<file path="src/rtl/lca_pkg.sv">
package lca_pkg;
  // A programmed value of zero still allows one beat.
  function automatic int unsigned at_least_one(int unsigned v);
    return (v == 0) ? 1 : v;
  endfunction

  // Beats a weighted master may move in one run.
  function automatic int unsigned run_limit(int unsigned wgt, int unsigned ceil_v);
    int unsigned a;
    int unsigned b;
    a = at_least_one(wgt);
    b = at_least_one(ceil_v);
    return (a < b) ? a : b;
  endfunction
endpackage

</file>
<file path="src/rtl/lca_rr_pick.sv">
module lca_rr_pick #(
  parameter int N    = 2,
  parameter int RR_W = 1
) (
  input  logic [N-1:0]    elig,
  input  logic [RR_W-1:0] last,
  output logic            found,
  output logic [RR_W-1:0] pick
);
  int c;
  // Walk from the farthest candidate back to the nearest one, so the
  // nearest eligible master after `last` is the one left standing.
  always_comb begin
    found = 1'b0;
    pick  = '0;
    c     = 0;
    for (int k = N; k >= 1; k--) begin
      c = int'(last) + k;
      if (c >= N) c = c - N;
      if (elig[c]) begin
        found = 1'b1;
        pick  = RR_W'(c);
      end
    end
  end
endmodule

</file>
<file path="src/rtl/lca_burst_cnt.sv">
module lca_burst_cnt #(
  parameter int CNT_W = 8
) (
  input  logic             clk,
  input  logic             rst,
  input  logic             load,
  input  logic [CNT_W-1:0] blen,
  input  logic             xfer,
  output logic             fin
);
  logic [CNT_W-1:0] rem_q;

  // Beats still owed by this master's current burst; zero means no burst open.
  always_ff @(posedge clk) begin
    if (rst) begin
      rem_q <= '0;
    end else if (load && rem_q == '0) begin
      rem_q <= (blen == '0) ? CNT_W'(1) : blen;
    end else if (xfer && rem_q != '0) begin
      rem_q <= rem_q - 1'b1;
    end
  end

  assign fin = xfer && (rem_q == CNT_W'(1));
endmodule

</file>
<file path="src/rtl/lca_run_ctl.sv">
module lca_run_ctl #(
  parameter int CNT_W = 8
) (
  input  logic             clk,
  input  logic             rst,
  input  logic             start,
  input  logic [CNT_W-1:0] lim_in,
  input  logic             xfer,
  output logic             cap_hit
);
  logic [CNT_W:0]   run_q;
  logic [CNT_W-1:0] lim_q;

  // The limit is frozen at grant time; the counter restarts on every grant.
  always_ff @(posedge clk) begin
    if (rst) begin
      run_q <= '0;
      lim_q <= CNT_W'(1);
    end else if (start) begin
      run_q <= '0;
      lim_q <= lim_in;
    end else if (xfer) begin
      run_q <= run_q + 1'b1;
    end
  end

  assign cap_hit = xfer && ((run_q + 1'b1) >= {1'b0, lim_q});
endmodule

</file>
<file path="src/rtl/lat_cap_arbiter.sv">
module lat_cap_arbiter
  import lca_pkg::*;
#(
  parameter int N_WRR = 2,
  parameter int CNT_W = 8,
  localparam int NM    = N_WRR + 1,
  localparam int IDX_W = (NM > 1) ? $clog2(NM) : 1
) (
  input  logic                  clk,
  input  logic                  rst,
  input  logic [NM-1:0]         req_i,
  input  logic [NM-1:0]         beat_i,
  input  logic [NM*CNT_W-1:0]   blen_i,
  input  logic [N_WRR*CNT_W-1:0] weight_i,
  input  logic [CNT_W-1:0]      maxlat_i,
  output logic [NM-1:0]         gnt_o,
  output logic [IDX_W-1:0]      gnt_idx_o,
  output logic                  gnt_vld_o
);
  localparam int RR_W = (N_WRR > 1) ? $clog2(N_WRR) : 1;

  logic             own_vld_q;
  logic [IDX_W-1:0] own_q;
  logic [NM-1:0]    gnt_q;
  logic [RR_W-1:0]  rr_q;

  logic [NM-1:0]    xfer;
  logic [NM-1:0]    fin;
  logic [NM-1:0]    elig;
  logic [CNT_W-1:0] wgt [N_WRR];
  logic             own_xfer;
  logic             cap_hit;
  logic             release_now;
  logic             free;
  logic             rr_found;
  logic [RR_W-1:0]  rr_pick;
  logic             win_any;
  logic [IDX_W-1:0] win_idx;
  logic [RR_W-1:0]  win_wpos;
  logic             grant_now;
  logic [CNT_W-1:0] lim_in;

  for (genvar k = 0; k < N_WRR; k++) begin : g_wgt
    assign wgt[k] = weight_i[k*CNT_W +: CNT_W];
  end

  assign xfer     = gnt_q & beat_i;
  assign own_xfer = |xfer;

  // One remaining-beat tracker per master
  for (genvar m = 0; m < NM; m++) begin : g_burst
    lca_burst_cnt #(.CNT_W(CNT_W)) u_burst (
      .clk  (clk),
      .rst  (rst),
      .load (grant_now && win_idx == IDX_W'(m)),
      .blen (blen_i[m*CNT_W +: CNT_W]),
      .xfer (xfer[m]),
      .fin  (fin[m])
    );
  end

  // A master closing its burst this cycle does not re-enter arbitration.
  assign elig = req_i & ~fin;

  lca_rr_pick #(.N(N_WRR), .RR_W(RR_W)) u_pick (
    .elig  (elig[NM-1:1]),
    .last  (rr_q),
    .found (rr_found),
    .pick  (rr_pick)
  );

  always_comb begin
    win_any = 1'b1;
    if (elig[0]) begin
      win_idx = '0;
    end else if (rr_found) begin
      win_idx = IDX_W'(rr_pick) + 1'b1;
    end else begin
      win_idx = '0;
      win_any = 1'b0;
    end
  end

  assign win_wpos = (win_idx == '0) ? '0 : RR_W'(win_idx - 1'b1);
  assign lim_in   = CNT_W'(run_limit(32'(wgt[win_wpos]), 32'(maxlat_i)));

  lca_run_ctl #(.CNT_W(CNT_W)) u_run (
    .clk     (clk),
    .rst     (rst),
    .start   (grant_now),
    .lim_in  (lim_in),
    .xfer    (own_xfer),
    .cap_hit (cap_hit)
  );

  // Only weighted holders are bounded by the run limit.
  assign release_now = (|fin) || (own_vld_q && own_q != '0 && cap_hit);
  assign free        = !own_vld_q || release_now;
  assign grant_now   = free && win_any;

  always_ff @(posedge clk) begin
    if (rst) begin
      own_vld_q <= 1'b0;
      own_q     <= '0;
      gnt_q     <= '0;
      rr_q      <= RR_W'(N_WRR - 1);
    end else if (free) begin
      own_vld_q <= win_any;
      own_q     <= win_any ? win_idx : '0;
      gnt_q     <= win_any ? (NM'(1) << win_idx) : '0;
      if (grant_now && win_idx != '0) rr_q <= win_wpos;
    end
  end

  assign gnt_o     = gnt_q;
  assign gnt_idx_o = own_q;
  assign gnt_vld_o = own_vld_q;
endmodule

</file>
<file path="config.mk">
export PLATFORM = sky130hd
export DESIGN_NAME = lat_cap_arbiter
export DESIGN_NICKNAME = d
export VERILOG_FILES = /design/src/rtl/lca_pkg.sv /design/src/rtl/lca_rr_pick.sv /design/src/rtl/lca_burst_cnt.sv /design/src/rtl/lca_run_ctl.sv /design/src/rtl/lat_cap_arbiter.sv
export SDC_FILE = /design/constraint.sdc
export NUM_CORES = 1
export LEC_CHECK = 0
export ABC_CLOCK_PERIOD_IN_PS = 4870
export BUFFER_PORTS_ARGS = -buffer_cell sky130_fd_sc_hd__buf_2
export CAP_MARGIN = 0
export CORE_MARGIN = 4
export CORE_UTILIZATION = 35
export DETAILED_ROUTE_END_ITERATION = 16
export GPL_TIMING_DRIVEN = 0
export PLACE_DENSITY = 0.61
export RECOVER_POWER = 100
export SYNTH_ARGS = -nofsm -noshare
export SYNTH_HDL_FRONTEND = slang
export SYNTH_HIERARCHICAL = 1
export SYNTH_SLANG_ARGS = --single-unit
</file>
<file path="constraint.sdc">
create_clock -name clk -period 4.87 [get_ports clk]
set_input_delay 0.7305 -clock clk [delete_from_list [all_inputs] [get_ports clk]]
set_output_delay 0.7305 -clock clk [all_outputs]
set_load 0.01 [all_outputs]
</file>
[After elaboration in Yosys (flattened, before gate mapping)]
Index checks and enable logic that the tools add are counted.
Word-level totals
  register bits after elaboration: 48
  input port bits: 56
  output and inout bits: 6
  logic and storage cells: 111
Cells by class
  $add $sub $neg: 10
  order comparisons: 7
  equality and inequality tests: 5
  shift-type cells: 1
  multiplexer cells: 34
  bitwise logic cells: 4
  reduce and logical (&&, ||, !) cells: 41
Operator list (count)
  $mux W8: 15
  $ge A32 B3 Y1 const B: 2
  $logic_not A8 Y1: 8
  $lt A32 B3 Y1 const B: 2
  $mux W32: 2
  $sub A32 B3 Y32 const B: 2
  $eq A8 B1 Y1 const B: 3
  $reduce_bool A8 Y1: 3
  $sub A8 B1 Y8 const B: 3
  $logic_and A1 B1 Y1: 17
  $mux W1: 13
  $reduce_bool A2 Y1: 5
  $add A9 B1 Y9 const B: 1
  $ge A9 B8 Y1: 1
  $lt A8 B8 Y1: 1
  $and A3 B3 Y3: 2
  $mux W2: 3
  $reduce_or A3 Y1: 2
  $add A1 B1 Y2 const B: 2
  $add A1 B2 Y3 const B: 1
  $mux W3: 1
  $not A3 Y3: 1
  $shl A1 B2 Y3 const A: 1
  $eq A2 B1 Y1 const B: 1
  other kinds (9): 10

[Longest topological paths before layout]
  word-level depth: 22
  depth in mapped cells: 20
  mapped depth without buffers: 17

[Cells and area by module]
Netlist, hierarchy kept.
Modules (own cells, without submodules)
  lca_burst_cnt: times used 3, cells an instance 67, area each 559.3 um^2, seq. area each 160.2 um^2
  lca_run_ctl: times used 1, cells an instance 111, area each 967.2 um^2, seq. area each 340.3 um^2
  lat_cap_arbiter: times used 1, cells an instance 88, area each 784.5 um^2, seq. area each 140.1 um^2
  lca_rr_pick: times used 1, cells an instance 2, area each 13.8 um^2, seq. area each 0.0 um^2

[Worst setup path before layout]
OpenSTA, ideal clock, no wires.
  path kind: input-to-reg
  from: input port beat_i[1]
  to: register u_run.lim_q[5]
  setup time: 0.125 ns
  data arrival time: 3.737 ns
  required time: 4.745 ns
  path slack: 1.007 ns
  stages: 17
  buffers on the path: 2
  cells stage by stage: and2_1 clkbuf_2 nand3_1 nor3_1 nor2b_1 a21boi_1 and3_4 buf_6 mux2_2 ha_1 a211o_1 o221a_2 nor3_2 a21oi_4 mux2_4 mux2i_1 nor2_1
Between the ends
  cells in the longest elaborated chain, start to end: 22
  elaborated cells between the ends (all ways): 37
  classes of those cells: add/sub (2); order compare (1); mux (20); bitwise (4); reduce/logical (10)
Ends and longest elaborated chain
  start: declaration: RTL line lat_cap_arbiter.sv:12  | input logic [NM-1:0] beat_i,
  $and A3 B3 Y3 (*): RTL line lat_cap_arbiter.sv:47  | assign xfer = gnt_q & beat_i;
  $logic_and A1 B1 Y1 (*): RTL line lca_burst_cnt.sv:24  | assign fin = xfer && (rem_q == CNT_W'(1));
  named net fin[1]: RTL line lat_cap_arbiter.sv:28  | logic [NM-1:0] fin;
  $not A3 Y3 (*): RTL line lat_cap_arbiter.sv:63  | assign elig = req_i & ~fin;
  $and A3 B3 Y3 (*): RTL line lat_cap_arbiter.sv:63
  named net elig[1]: RTL line lat_cap_arbiter.sv:29  | logic [NM-1:0] elig;
  $mux W1 (not written as such) (3 in series): RTL line lca_rr_pick.sv:20  | if (elig[c]) begin
  $mux W1: RTL line lca_rr_pick.sv:20
  [1 not listed]
  named net rr_pick: RTL line lat_cap_arbiter.sv:36  | logic [RR_W-1:0] rr_pick;
  [4 not listed]
  $mux W1 (*): RTL line lat_cap_arbiter.sv:84  | assign win_wpos = (win_idx == '0) ? '0 : RR_W'(win_idx - 1'b1);
  $not A1 Y2 (not written as such) (*): RTL line lat_cap_arbiter.sv:85  | assign lim_in = CNT_W'(run_limit(32'(wgt[win_wpos]), 32'(maxlat_i)));
  $mux W8 (not written as such) (*) (3 in series): RTL line lat_cap_arbiter.sv:85
  $logic_not A8 Y1: RTL line lca_pkg.sv:4  | return (v == 0) ? 1 : v;
  $mux W8 (*): RTL line lca_pkg.sv:4
  $lt A8 B8 Y1: RTL line lca_pkg.sv:13  | return (a < b) ? a : b;
  $mux W8 (*): RTL line lca_pkg.sv:13
  named net lim_in[5]: RTL line lat_cap_arbiter.sv:41  | logic [CNT_W-1:0] lim_in;
  end signal: assignment: RTL line lca_run_ctl.sv:21  | lim_q <= lim_in;
  end: declaration: RTL line lca_run_ctl.sv:12  | logic [CNT_W-1:0] lim_q;
Mark *: on every way through the listed nets, which the timed path passes. The rest lies on a longest branch. The select of a mux whose other input is x is not followed.
A chain may end at the register's enable or synchronous reset.

[Worst setup path in the final report]
  from: input port beat_i[1]
  to: register u_run.lim_q[4]
Between the ends
  cells in the longest elaborated chain, start to end: 22
  elaborated cells between the ends (all ways): 37
  classes of those cells: add/sub (2); order compare (1); mux (20); bitwise (4); reduce/logical (10)
Ends and longest elaborated chain
  $and A3 B3 Y3 (*): RTL line lat_cap_arbiter.sv:47
  named net xfer[1]: RTL line lat_cap_arbiter.sv:27  | logic [NM-1:0] xfer;
  $logic_and A1 B1 Y1 (*): RTL line lca_burst_cnt.sv:24
  named net fin[1]: RTL line lat_cap_arbiter.sv:28
  $not A3 Y3 (*): RTL line lat_cap_arbiter.sv:63
  $and A3 B3 Y3 (*): RTL line lat_cap_arbiter.sv:63
  named net elig[1]: RTL line lat_cap_arbiter.sv:29
  $mux W1 (not written as such) (3 in series): RTL line lca_rr_pick.sv:20
  [2 not listed]
  named net rr_pick: RTL line lat_cap_arbiter.sv:36
  [4 not listed]
  $mux W1 (*): RTL line lat_cap_arbiter.sv:84
  $not A1 Y2 (not written as such) (*): RTL line lat_cap_arbiter.sv:85
  $mux W8 (not written as such) (*) (3 in series): RTL line lat_cap_arbiter.sv:85
  $logic_not A8 Y1: RTL line lca_pkg.sv:4
  $mux W8 (*): RTL line lca_pkg.sv:4
  $lt A8 B8 Y1: RTL line lca_pkg.sv:13
  $mux W8 (*): RTL line lca_pkg.sv:13
  named net lim_in[4]: RTL line lat_cap_arbiter.sv:41
Marked as above.

==> metrics.csv <==
metric,value,unit
place.gp.congestion,0.890,
synth.avg_cell_area,8.57,sq um
cts_max_path_buffers,2,
setup_viol,0,
die_width,107,um
synth_area,3440,sq um
cp-start-kind,primary input,
drive_gt1_share,20.6,%
p_leak,0.00162,uW
worst_pin_slew,0.767,ns
maxCapViolations,0,
fin_skew,0.0142,ns
fin_ws,0.643,ns
design_area,3970,sq um
h-tree-depth,2,
vias,3127,
rsz0062_at_grt,false,
insertion_delay,0.31,ns
wl_per_cell,13.4,um
hold_depth,1,
cp_data_required_time,5.05,ns
relSlewSlack,48.9,%
cts_buffers,5,
drt-total-wl,8030,um
worst_r2r_path_depth,18,
tns,0,ns
ant_nets,0,
synth-seq-area-share,27.9,%
powerDensity,331,nW/um^2
synthFlopType,dfxtp_1,
ys_types,58,
rows,35,
post_cts_buffers,0,
portBuffers,61,
numClockSinks,48,
async_flop_share,0,%
period_needed,4.23,ns
grt_pass1_vias,3047,
syn_to_final_growth,15.3,%
crit_type,primary input to flop,
tritoncts,done,
grt_max_degree,17,
grt_pass1_wl,13600,um
drc,0,
syn_inst,402,
status,finished clean,
yosys_warnings,6,
power,1310,uW
fin_crit_sh,86.8,%
timing.fmax,237,MHz
utilization,42.2,%
die_y,107,um
num_io_pins,62,
core,9420,sq um
vdd_drop_max,0.175,mV
place_ws,0.533,ns
endpoint_kind,flop,
viasPerCell,5.21,
grt.total_usage,14.1,%
firstDrtPassIters,4,
ys_ff_latch,48,
drt_iter0_drc,105,
dpl-instance-area,3910,sq um
slew_viol_final,0,
synth-edff-count,0,
die_area,11500,sq um
crit_fanout,9,
path_clk_slew,0.10,ns
most-common-layout-cells,"buf_2 (56), dfxtp_1 (48), nand2_1 (33), nor2_1 (29)",
start_util,36.6,%
antennaDiodeCount,0,
ctsResizeCount,0,
finalNetCount,551,
post-dp-hpwl,6490,um
cts_root_buf,clkbuf_8,
arrival,4.41,ns
layout_commonest_cell,buf_2,
hold_violations,0,
hold_path.class,flop to flop,
hold_buffers,0,
antenna_found_initial,0,
grt.overflow.total,0,
syn_nets,483,
## power by group
part	switching, uW	leakage (uW)	internal, uW
clock network	142	0.0000548	155
logic	273	0.00117	231
registers	68.1	0.000392	445
## final timing paths
kind	from	endpoint	slack, ns
min reg2reg	rr_q	rr_q	0.48
min	rr_q	rr_q	0.48
max	beat_i[1]	u_run/lim_q[4]	0.64
max reg2reg	u_run/run_q[0]	u_run/run_q[4]	0.67
## metrics by stage
stage          hold slack (ns)  instances
2_1_floorplan            0.436        402
3_3_place_gp             0.444        592
3_5_place_dp             0.452        592
4_1_cts                  0.477        600
5_1_grt                  0.513        600
6_report                 0.477        600
## registers in the layout, indices dropped and copies added (netlist names)
name,flops
g_burst.u_burst/rem_q,24
u_run/run_q,9
u_run/lim_q,8
gnt_o,3
gnt_idx_o,2
gnt_vld_o,1
rr_q,1
## kinds of logic (layout without fill, tap and decap cells)
group,Yosys count,count (layout),synth area share [%]
AO/OA/AOI/OAI,71,71,13.9
XOR/XNOR,20,20,5.09
adder cells (fa/ha/maj),25,25,9.08
buffers and inverters,43,112,5.67
flip-flops,48,48,27.9
multiplexers,30,30,9.56
AND/OR/NAND/NOR,165,165,28.8
## synth_stat cells, types with 4 or more instances
| master | count | area share, % |
|---|---|---|
| nand3b_1 | 4 | 0.87 |
| mux2_2 | 12 | 3.9 |
| a211oi_1 | 7 | 1.5 |
| o21ai_0 | 4 | 0.58 |
| ha_1 | 25 | 9.1 |
| nor3_1 | 15 | 2.2 |
| and2_1 | 4 | 0.73 |
| nor4_1 | 6 | 1.1 |
| nand3_1 | 16 | 2.3 |
| and4_1 | 5 | 1.3 |
| a21oi_1 | 25 | 3.6 |
| mux2i_1 | 15 | 4.4 |
| nand4_1 | 11 | 2.0 |
| xor2_1 | 9 | 2.3 |
| inv_1 | 26 | 2.8 |
| dfxtp_1 | 48 | 28 |
| nand2_1 | 33 | 3.6 |
| xnor2_1 | 11 | 2.8 |
| nor2_1 | 29 | 3.2 |
| or3_1 | 6 | 1.1 |
| a31oi_1 | 12 | 2.2 |
| nor2b_1 | 5 | 0.91 |
## per-layer routing
layer / part of all wire (%) / GRT usage, % / vias up
met5: 0 / 0 / -
met4: 0.92 / 3.56 / 0
met3: 3.9 / 2.41 / 7
met2: 48 / 24.3 / 64
met1: 47 / 18.2 / 1453
li1: - / - / 1603
## layout make-up
| type | instances | area, sq um |
|---|---|---|
| fill | 960 | 5440 |
| multi-input combinational | 311 | 2260 |
| sequential | 48 | 961 |
| timing repair buffer | 61 | 298 |
| tap | 129 | 161 |
| inverter | 26 | 97.6 |
| buffer | 17 | 76.3 |
| clock buffer | 5 | 68.8 |
| clock inverter | 3 | 46.3 |
## critical path, stage by stage
cell	delay [ns]
buf_2	0.07
and2_1	0.14
clkbuf_2	0.20
nand3_1	0.09
nor3_1	0.24
nor2b_1	0.10
a21boi_1	0.19
and3_4	0.20
buf_6	0.14
mux2_2	0.37
ha_1	0.31
and4_1	0.20
o221a_2	0.18
nor3_2	0.04
a21oi_1	0.60
mux2_2	0.41
mux2i_1	0.15
nor2_1	0.05
Power figures use the tool's default switching activity.
